--- src/rtl/ppf_pkg.sv ---
package ppf_pkg;

  typedef enum logic [2:0] {
    MODE_STD   = 3'b000,
    MODE_BIDIR = 3'b001,
    MODE_PFIFO = 3'b010,
    MODE_EXT   = 3'b011,
    MODE_EPP   = 3'b100,
    MODE_RSVD  = 3'b101,
    MODE_TEST  = 3'b110,
    MODE_CFG   = 3'b111
  } mode_e;

  typedef enum logic [3:0] {
    SEL_NONE,
    SEL_LATCH,
    SEL_CMDQ,
    SEL_STAT,
    SEL_CTRL,
    SEL_DATQ,
    SEL_TSTQ,
    SEL_CFGA,
    SEL_CFGB,
    SEL_XCTL
  } sel_e;

  // control register bit that selects reverse direction
  localparam int DIR_BIT = 5;

endpackage

--- src/rtl/ppf_edge.sv ---
module ppf_edge (
  input  logic clk,
  input  logic rst_n,
  input  logic strobe_n,
  output logic rise
);
  logic prev_q;

  always_ff @(posedge clk) begin
    if (!rst_n) prev_q <= 1'b1;
    else        prev_q <= strobe_n;
  end

  assign rise = ~prev_q & strobe_n;
endmodule

--- src/rtl/ppf_decode.sv ---
module ppf_decode
  import ppf_pkg::*;
#(
  parameter int ADDR_W = 11
) (
  input  logic [ADDR_W-1:0] addr,
  input  mode_e             mode,
  output sel_e              sel
);
  localparam logic [ADDR_W-1:0] OFS_LO0 = ADDR_W'(11'h000);
  localparam logic [ADDR_W-1:0] OFS_LO1 = ADDR_W'(11'h001);
  localparam logic [ADDR_W-1:0] OFS_LO2 = ADDR_W'(11'h002);
  localparam logic [ADDR_W-1:0] OFS_HI0 = ADDR_W'(11'h400);
  localparam logic [ADDR_W-1:0] OFS_HI1 = ADDR_W'(11'h401);
  localparam logic [ADDR_W-1:0] OFS_HI2 = ADDR_W'(11'h402);

  always_comb begin
    sel = SEL_NONE;
    if (addr == OFS_LO1)      sel = SEL_STAT;
    else if (addr == OFS_LO2) sel = SEL_CTRL;
    else if (addr == OFS_HI2) sel = SEL_XCTL;
    else if (addr == OFS_LO0) begin
      unique case (mode)
        MODE_STD, MODE_BIDIR: sel = SEL_LATCH;
        MODE_EXT:             sel = SEL_CMDQ;
        default:              sel = SEL_NONE;
      endcase
    end else if (addr == OFS_HI0) begin
      unique case (mode)
        MODE_PFIFO, MODE_EXT: sel = SEL_DATQ;
        MODE_TEST:            sel = SEL_TSTQ;
        MODE_CFG:             sel = SEL_CFGA;
        default:              sel = SEL_NONE;
      endcase
    end else if (addr == OFS_HI1) begin
      if (mode == MODE_CFG) sel = SEL_CFGB;
    end
  end
endmodule

--- src/rtl/ppf_queue.sv ---
module ppf_queue #(
  parameter int WIDTH = 9,
  parameter int DEPTH = 16
) (
  input  logic             clk,
  input  logic             rst_n,
  input  logic             push,
  input  logic [WIDTH-1:0] push_data,
  input  logic             pop,
  output logic [WIDTH-1:0] head,
  output logic             empty,
  output logic             full,
  output logic [$clog2(DEPTH):0] count
);
  localparam int AW = $clog2(DEPTH);
  localparam int CW = AW + 1;
  localparam logic [CW-1:0] FULL_CNT = CW'(DEPTH);
  localparam logic [AW-1:0] LAST_IX  = AW'(DEPTH - 1);

  logic [WIDTH-1:0] store [DEPTH];
  logic [AW-1:0]    wr_ix, rd_ix;
  logic             do_push, do_pop;

  assign empty   = (count == '0);
  assign full    = (count == FULL_CNT);
  assign do_push = push & ~full;
  assign do_pop  = pop & ~empty;
  assign head    = store[rd_ix];

  always_ff @(posedge clk) begin
    if (do_push) store[wr_ix] <= push_data;
  end

  always_ff @(posedge clk) begin
    if (!rst_n) begin
      wr_ix <= '0;
      rd_ix <= '0;
      count <= '0;
    end else begin
      if (do_push) wr_ix <= (wr_ix == LAST_IX) ? '0 : wr_ix + 1'b1;
      if (do_pop)  rd_ix <= (rd_ix == LAST_IX) ? '0 : rd_ix + 1'b1;
      case ({do_push, do_pop})
        2'b10:   count <= count + 1'b1;
        2'b01:   count <= count - 1'b1;
        default: count <= count;
      endcase
    end
  end
endmodule

--- src/rtl/ppf_host_front.sv ---
module ppf_host_front
  import ppf_pkg::*;
#(
  parameter int          ADDR_W   = 11,
  parameter int          DW       = 8,
  parameter int          DEPTH    = 16,
  parameter logic [7:0]  CFGA_VAL = 8'h14
) (
  input  logic              clk,
  input  logic              rst_n,
  input  logic [ADDR_W-1:0] host_addr,
  input  logic              host_aen,
  input  logic              host_nior,
  input  logic              host_niow,
  input  logic [DW-1:0]     host_wdata,
  output logic [DW-1:0]     host_rdata,
  input  logic [DW-1:0]     status_in,
  output logic [DW-1:0]     ctrl_out,
  output logic [DW-1:0]     pd_out,
  input  logic [DW-1:0]     pd_in,
  output logic              pd_oe,
  output logic              tx_valid,
  input  logic              tx_ready,
  output logic              tx_tag,
  output logic [DW-1:0]     tx_data
);
  localparam int QW = DW + 1;
  localparam int CW = $clog2(DEPTH) + 1;
  localparam logic [DW-1:0] IDLE_RD = '1;

  mode_e         mode_q;
  logic          ovf_q;
  logic [DW-1:0] latch_q, ctrl_q, cfgb_q;
  logic          iow_rise, ior_rise, wr_go, rd_go;
  sel_e          sel;
  logic          q_push, q_pop, q_empty, q_full, q_tag_in;
  logic [QW-1:0] q_head;
  logic [CW-1:0] q_count;
  logic          dir_rev;

  ppf_edge u_wr_edge (.clk(clk), .rst_n(rst_n), .strobe_n(host_niow), .rise(iow_rise));
  ppf_edge u_rd_edge (.clk(clk), .rst_n(rst_n), .strobe_n(host_nior), .rise(ior_rise));

  ppf_decode #(.ADDR_W(ADDR_W)) u_dec (.addr(host_addr), .mode(mode_q), .sel(sel));

  assign wr_go   = iow_rise & ~host_aen;
  assign rd_go   = ior_rise & ~host_aen;
  assign dir_rev = ctrl_q[DIR_BIT];

  // queue entry source: command offset (forward only), data offset, test offset
  always_comb begin
    q_push   = 1'b0;
    q_tag_in = 1'b0;
    if (wr_go) begin
      unique case (sel)
        SEL_CMDQ: begin q_push = ~dir_rev; q_tag_in = 1'b1; end
        SEL_DATQ, SEL_TSTQ: q_push = 1'b1;
        default: ;
      endcase
    end
  end

  assign tx_valid = ~q_empty & (mode_q != MODE_TEST);
  assign q_pop    = (tx_valid & tx_ready) | (rd_go & (sel == SEL_TSTQ));

  ppf_queue #(.WIDTH(QW), .DEPTH(DEPTH)) u_q (
    .clk(clk), .rst_n(rst_n),
    .push(q_push), .push_data({q_tag_in, host_wdata}),
    .pop(q_pop), .head(q_head),
    .empty(q_empty), .full(q_full), .count(q_count)
  );

  assign tx_tag  = q_head[DW];
  assign tx_data = q_head[DW-1:0];

  always_ff @(posedge clk) begin
    if (!rst_n) begin
      mode_q  <= MODE_STD;
      ovf_q   <= 1'b0;
      latch_q <= '0;
      ctrl_q  <= '0;
      cfgb_q  <= '0;
    end else begin
      if (q_push && q_full) ovf_q <= 1'b1;
      if (wr_go) begin
        unique case (sel)
          SEL_LATCH: latch_q <= host_wdata;
          SEL_CTRL:  ctrl_q  <= host_wdata;
          SEL_CFGB:  cfgb_q  <= host_wdata;
          SEL_XCTL: begin
            mode_q <= mode_e'(host_wdata[7:5]);
            if (host_wdata[0]) ovf_q <= 1'b0;
          end
          default: ;
        endcase
      end
    end
  end

  logic [DW-1:0] rd_mux;
  always_comb begin
    rd_mux = IDLE_RD;
    unique case (sel)
      SEL_LATCH: rd_mux = pd_in;
      SEL_STAT:  rd_mux = status_in;
      SEL_CTRL:  rd_mux = ctrl_q;
      SEL_TSTQ:  rd_mux = q_empty ? IDLE_RD : q_head[DW-1:0];
      SEL_CFGA:  rd_mux = CFGA_VAL;
      SEL_CFGB:  rd_mux = cfgb_q;
      SEL_XCTL:  rd_mux = {mode_q, 2'b00, q_full, q_empty, ovf_q};
      default:   rd_mux = IDLE_RD;
    endcase
  end

  assign host_rdata = (!host_nior && !host_aen) ? rd_mux : IDLE_RD;
  assign ctrl_out   = ctrl_q;
  assign pd_out     = latch_q;
  assign pd_oe      = ~dir_rev;
endmodule

--- config.mk ---
export PLATFORM = sky130hd
export DESIGN_NAME = ppf_host_front
export DESIGN_NICKNAME = d
export VERILOG_FILES = /design/src/rtl/ppf_pkg.sv /design/src/rtl/ppf_edge.sv /design/src/rtl/ppf_decode.sv /design/src/rtl/ppf_queue.sv /design/src/rtl/ppf_host_front.sv
export SDC_FILE = /design/constraint.sdc
export NUM_CORES = 1
export LEC_CHECK = 0
export BUFFER_PORTS_ARGS = -buffer_cell sky130_fd_sc_hd__buf_2
export CAP_MARGIN = 30
export CORE_MARGIN = 5
export CORE_UTILIZATION = 55
export CTS_CLUSTER_SIZE = 14
export DETAILED_ROUTE_END_ITERATION = 6
export PLACE_DENSITY = 0.75
export SYNTH_ARGS = -nofsm -noshare
export SYNTH_HDL_FRONTEND = slang
export SYNTH_HIERARCHICAL = 1
export SYNTH_SLANG_ARGS = --single-unit
--- constraint.sdc ---
create_clock -name clk -period 5.4 [get_ports clk]
set_input_delay 0.81 -clock clk [delete_from_list [all_inputs] [get_ports clk]]
set_output_delay 0.81 -clock clk [all_outputs]
set_load 0.02 [all_outputs]
==> flow_summary.json <==
{
  "drt-initial-drc-count": 567,
  "maxSlewViolCount": 0,
  "synth_edf_count": 144,
  "htreeDepth": 4,
  "worstHoldStart": "cfgb_q[6]",
  "stdcell_count": 814,
  "crit_type": "flop to output pin",
  "yosysUniqueCellTypes": 65,
  "synth_fp_nets": 589,
  "cts_resized": 0,
  "post_cts_buffers": 0,
  "detail_route.vias_per_cell": 6.34,
  "vdd_drop_max_mv": 0.241,
  "end_kind": "output pin",
  "numCtsBuffers": 17,
  "period_share_pct": 78.1,
  "core_area_um2": 15100,
  "cp.required_ns": 4.59,
  "async_flop_share_pct": 0,
  "critPathTopFamily": "multiplexers",
  "combPwrFrac_pct": 1.9,
  "hold_violations": 0,
  "grt_overflow": 0,
  "setup-tns-final_ns": 0,
  "port_buffers": 75,
  "cts_buffer_depth": 2,
  "powerDensity_nw_per_um2": 300,
  "ant_nets": 0,
  "drt-wirelength-per-cell_um": 23.5,
  "rr_endpoint": "u_q/count[2]",
  "ys_seq_elements": 191,
  "path_clk_slew_ns": 0.07,
  "p_sw_mw": 0.607,
  "path_max_fanout": 29,
  "max_stage_delay_ns": 0.93,
  "dp_hpwl_mm": 12.3,
  "dieArea_um2": 17900,
  "root_buffer": "clkbuf_16",
  "r2r_cells": 16,
  "antenna_cells": 0,
  "clock_latency_ns": 0.43,
  "start_kind": "flop",
  "fin_worst_skew_ns": 0.0106,
  "core.rowCount": 45,
  "min_path_type": "flop to flop",
  "arrival_ns": 3.41,
  "total_leakage_power_nw": 3.34,
  "grt_pass1_vias": 5057,
  "maxCapViolations": 0,
  "outcome": "completed",
  "multiInputGateArea_um2": 2930,
  "cts_sinks": 191,
  "die_x_um": 134,
  "yosysSeqAreaShare_pct": 62.5,
  "wirelength_mm": 19.1,
  "firstDrtPassIters": 5,
  "p_seq_share_pct": 55.2,
  "cts_tree": "yes",
  "holdPathStages": 2,
  "grt_pass1_wl_mm": 29.1,
  "ff2ff_setup_slack_ns": 1.49,
  "crit_buf_inv": 2,
  "antenna_found_initial": 0,
  "hold_end": "cfgb_q[6]",
  "swShare_pct": 21.3,
  "syn_area_um2": 8420,
  "track_usage_pct": 22.0,
  "min_period_ns": 4.22,
  "setup_violations": 0,
  "timing.rr.start": "mode_q[2]",
  "clockPowerShare_pct": 42.9,
  "num_io_pins": 76,
  "worst_pin_slew_ns": 0.913,
  "gp_congestion": 0.886,
  "fillers": 1057,
  "fmax_mhz": 237,
  "crit_chain": "buf_4, mux4_1, mux4_2, o21ai_0, nand4_1, buf_2",
  "final_common_cell": "edfxtp_1",
  "ctsHoldBuffers": 0,
  "layout_common_cells": "edfxtp_1 (144), buf_2 (75), dfxtp_1 (46)",
  "drive_gt1_share_pct": 24.0,
  "nets": 662,
  "synth_cells": 540,
  "internal_power_mw": 2.24,
  "area_growth_pct": 13.0,
  "start_util_pct": 55.8,
  "ys.flop_type": "edfxtp_1",
  "syn_avg_cell_area_um2": 15.6,
  "ys_warn_count": 6,
  "slowest_stage": "dfxtp_2",
  "slew_headroom_pct": 39.1,
  "drcViolationCount": 0,
  "rsz0062_at_grt": "no",
  "seq_area_um2": 5270,
  "vias": 5159,
  "place_inst": 782,
  "grt_max_degree": 36,
  "die_y_um": 134
}
[through the flow]
stage / hold WS [ns] / utilization (%) / worst slack (ns) / instance area (um^2) / total power, mW
floorplan: 0.444 / - / 1.31 / 8420 / 1.62
global placement: 0.457 / 59.2 / 1.14 / 8930 / 1.66
detailed placement: 0.466 / 59.2 / 0.863 / 8930 / 1.66
CTS: 0.476 / 63.1 / 1.14 / 9520 / 2.87
global route: 0.501 / 63.1 / 0.958 / 9520 / 2.94
finish: 0.473 / 63.1 / 1.18 / 9520 / 2.85
[cell type report]
type	instances	area share (%)
well taps	188	2.47
inverters	12	0.526
flip-flops and latches	191	55.3
multi-input cells	306	30.8
clock buffers	18	4.51
clock inverters	14	1.63
repair buffers	85	4.73
[cell families after synthesis]
logic type	share of synthesized area, %
adders and majority gates	1.19
xor gates and xnor gates	0.624
muxes	16.2
and+or+nand+nor	10.7
buffers and inverters	2.72
DFF	62.5
AOI/OAI and AO/OA	6.05
[layer usage]
layer / vias to the layer above / share of wire, % / global-route usage [%] / wire [um]
met1: 2586 / 41 / 28.9 / 7920
met3: 31 / 7.2 / 6.27 / 1390
met5: - / 0 / 0 / 0
met4: 0 / 2.1 / 6.91 / 410
li1: 2299 / - / - / -
met2: 243 / 49 / 35.8 / 9430
[worst max-delay path by stage]
stage,slack (ns),to,start,cells past startpoint
after floorplan,1.31,u_q/count[2],host_addr[5],17
after global placement,1.14,u_q/count[2],host_addr[5],17
after detailed placement,0.86,u_q/count[2],host_addr[5],17
after CTS,1.14,host_rdata[5],flop,6
after global routing,0.96,u_q/count[2],host_addr[5],17
final,1.18,host_rdata[5],flop,6
[synth_stat cells (4+ instances only)]
| master | count | share of area [%] |
|---|---|---|
| ha_1 | 8 | 1.2 |
| mux2i_1 | 20 | 2.4 |
| buf_1 | 6 | 0.27 |
| and3_1 | 9 | 0.67 |
| a211oi_1 | 5 | 0.45 |
| a21oi_1 | 6 | 0.36 |
| a31oi_1 | 5 | 0.37 |
| xor2_1 | 6 | 0.62 |
| nor2_1 | 16 | 0.71 |
| nand2b_1 | 5 | 0.37 |
| buf_2 | 8 | 0.48 |
| nor2b_1 | 17 | 1.3 |
| nor3_1 | 5 | 0.30 |
| inv_1 | 11 | 0.49 |
| clkbuf_1 | 10 | 0.45 |
| a22oi_1 | 5 | 0.45 |
| a21boi_0 | 14 | 1.2 |
| nand4_1 | 9 | 0.67 |
| dfxtp_1 | 47 | 11 |
| edfxtp_1 | 144 | 51 |
| o21ai_0 | 10 | 0.59 |
| and2_1 | 4 | 0.30 |
| a221oi_1 | 5 | 0.52 |
| mux4_2 | 13 | 3.5 |
| nand2_1 | 37 | 1.6 |
| nand3_1 | 23 | 1.4 |
| mux4_1 | 32 | 10 |
| buf_6 | 5 | 0.67 |
[tightest hold or removal path, stage by stage (launching register included)]
cell	delay [ns]
dfxtp_1	0.32
nand2_1	0.05
a21boi_0	0.06
[power groups by stage]
stage | sequential [mW] | clock, mW | combinational (mW)
2_1_floorplan | 1.61 | 0 | 0.0141
3_3_place_gp | 1.61 | 0 | 0.0523
3_5_place_dp | 1.61 | 0 | 0.0556
4_1_cts | 1.57 | 1.24 | 0.0563
5_1_grt | 1.57 | 1.31 | 0.0603
6_report | 1.57 | 1.22 | 0.0554
[sequential cells by signal, indices dropped and copies added, names as in the netlist, named ones only]
name and cells:
cfgb_q 8, u_q/wr_ix 4, u_q/store 144, u_rd_edge/prev_q 1, u_wr_edge/prev_q 1, u_q/count 5
ctrl_out 8, u_q/rd_ix 4, mode_q 3, ovf_q 1, pd_out 8
(Power assumes the default switching activity.)
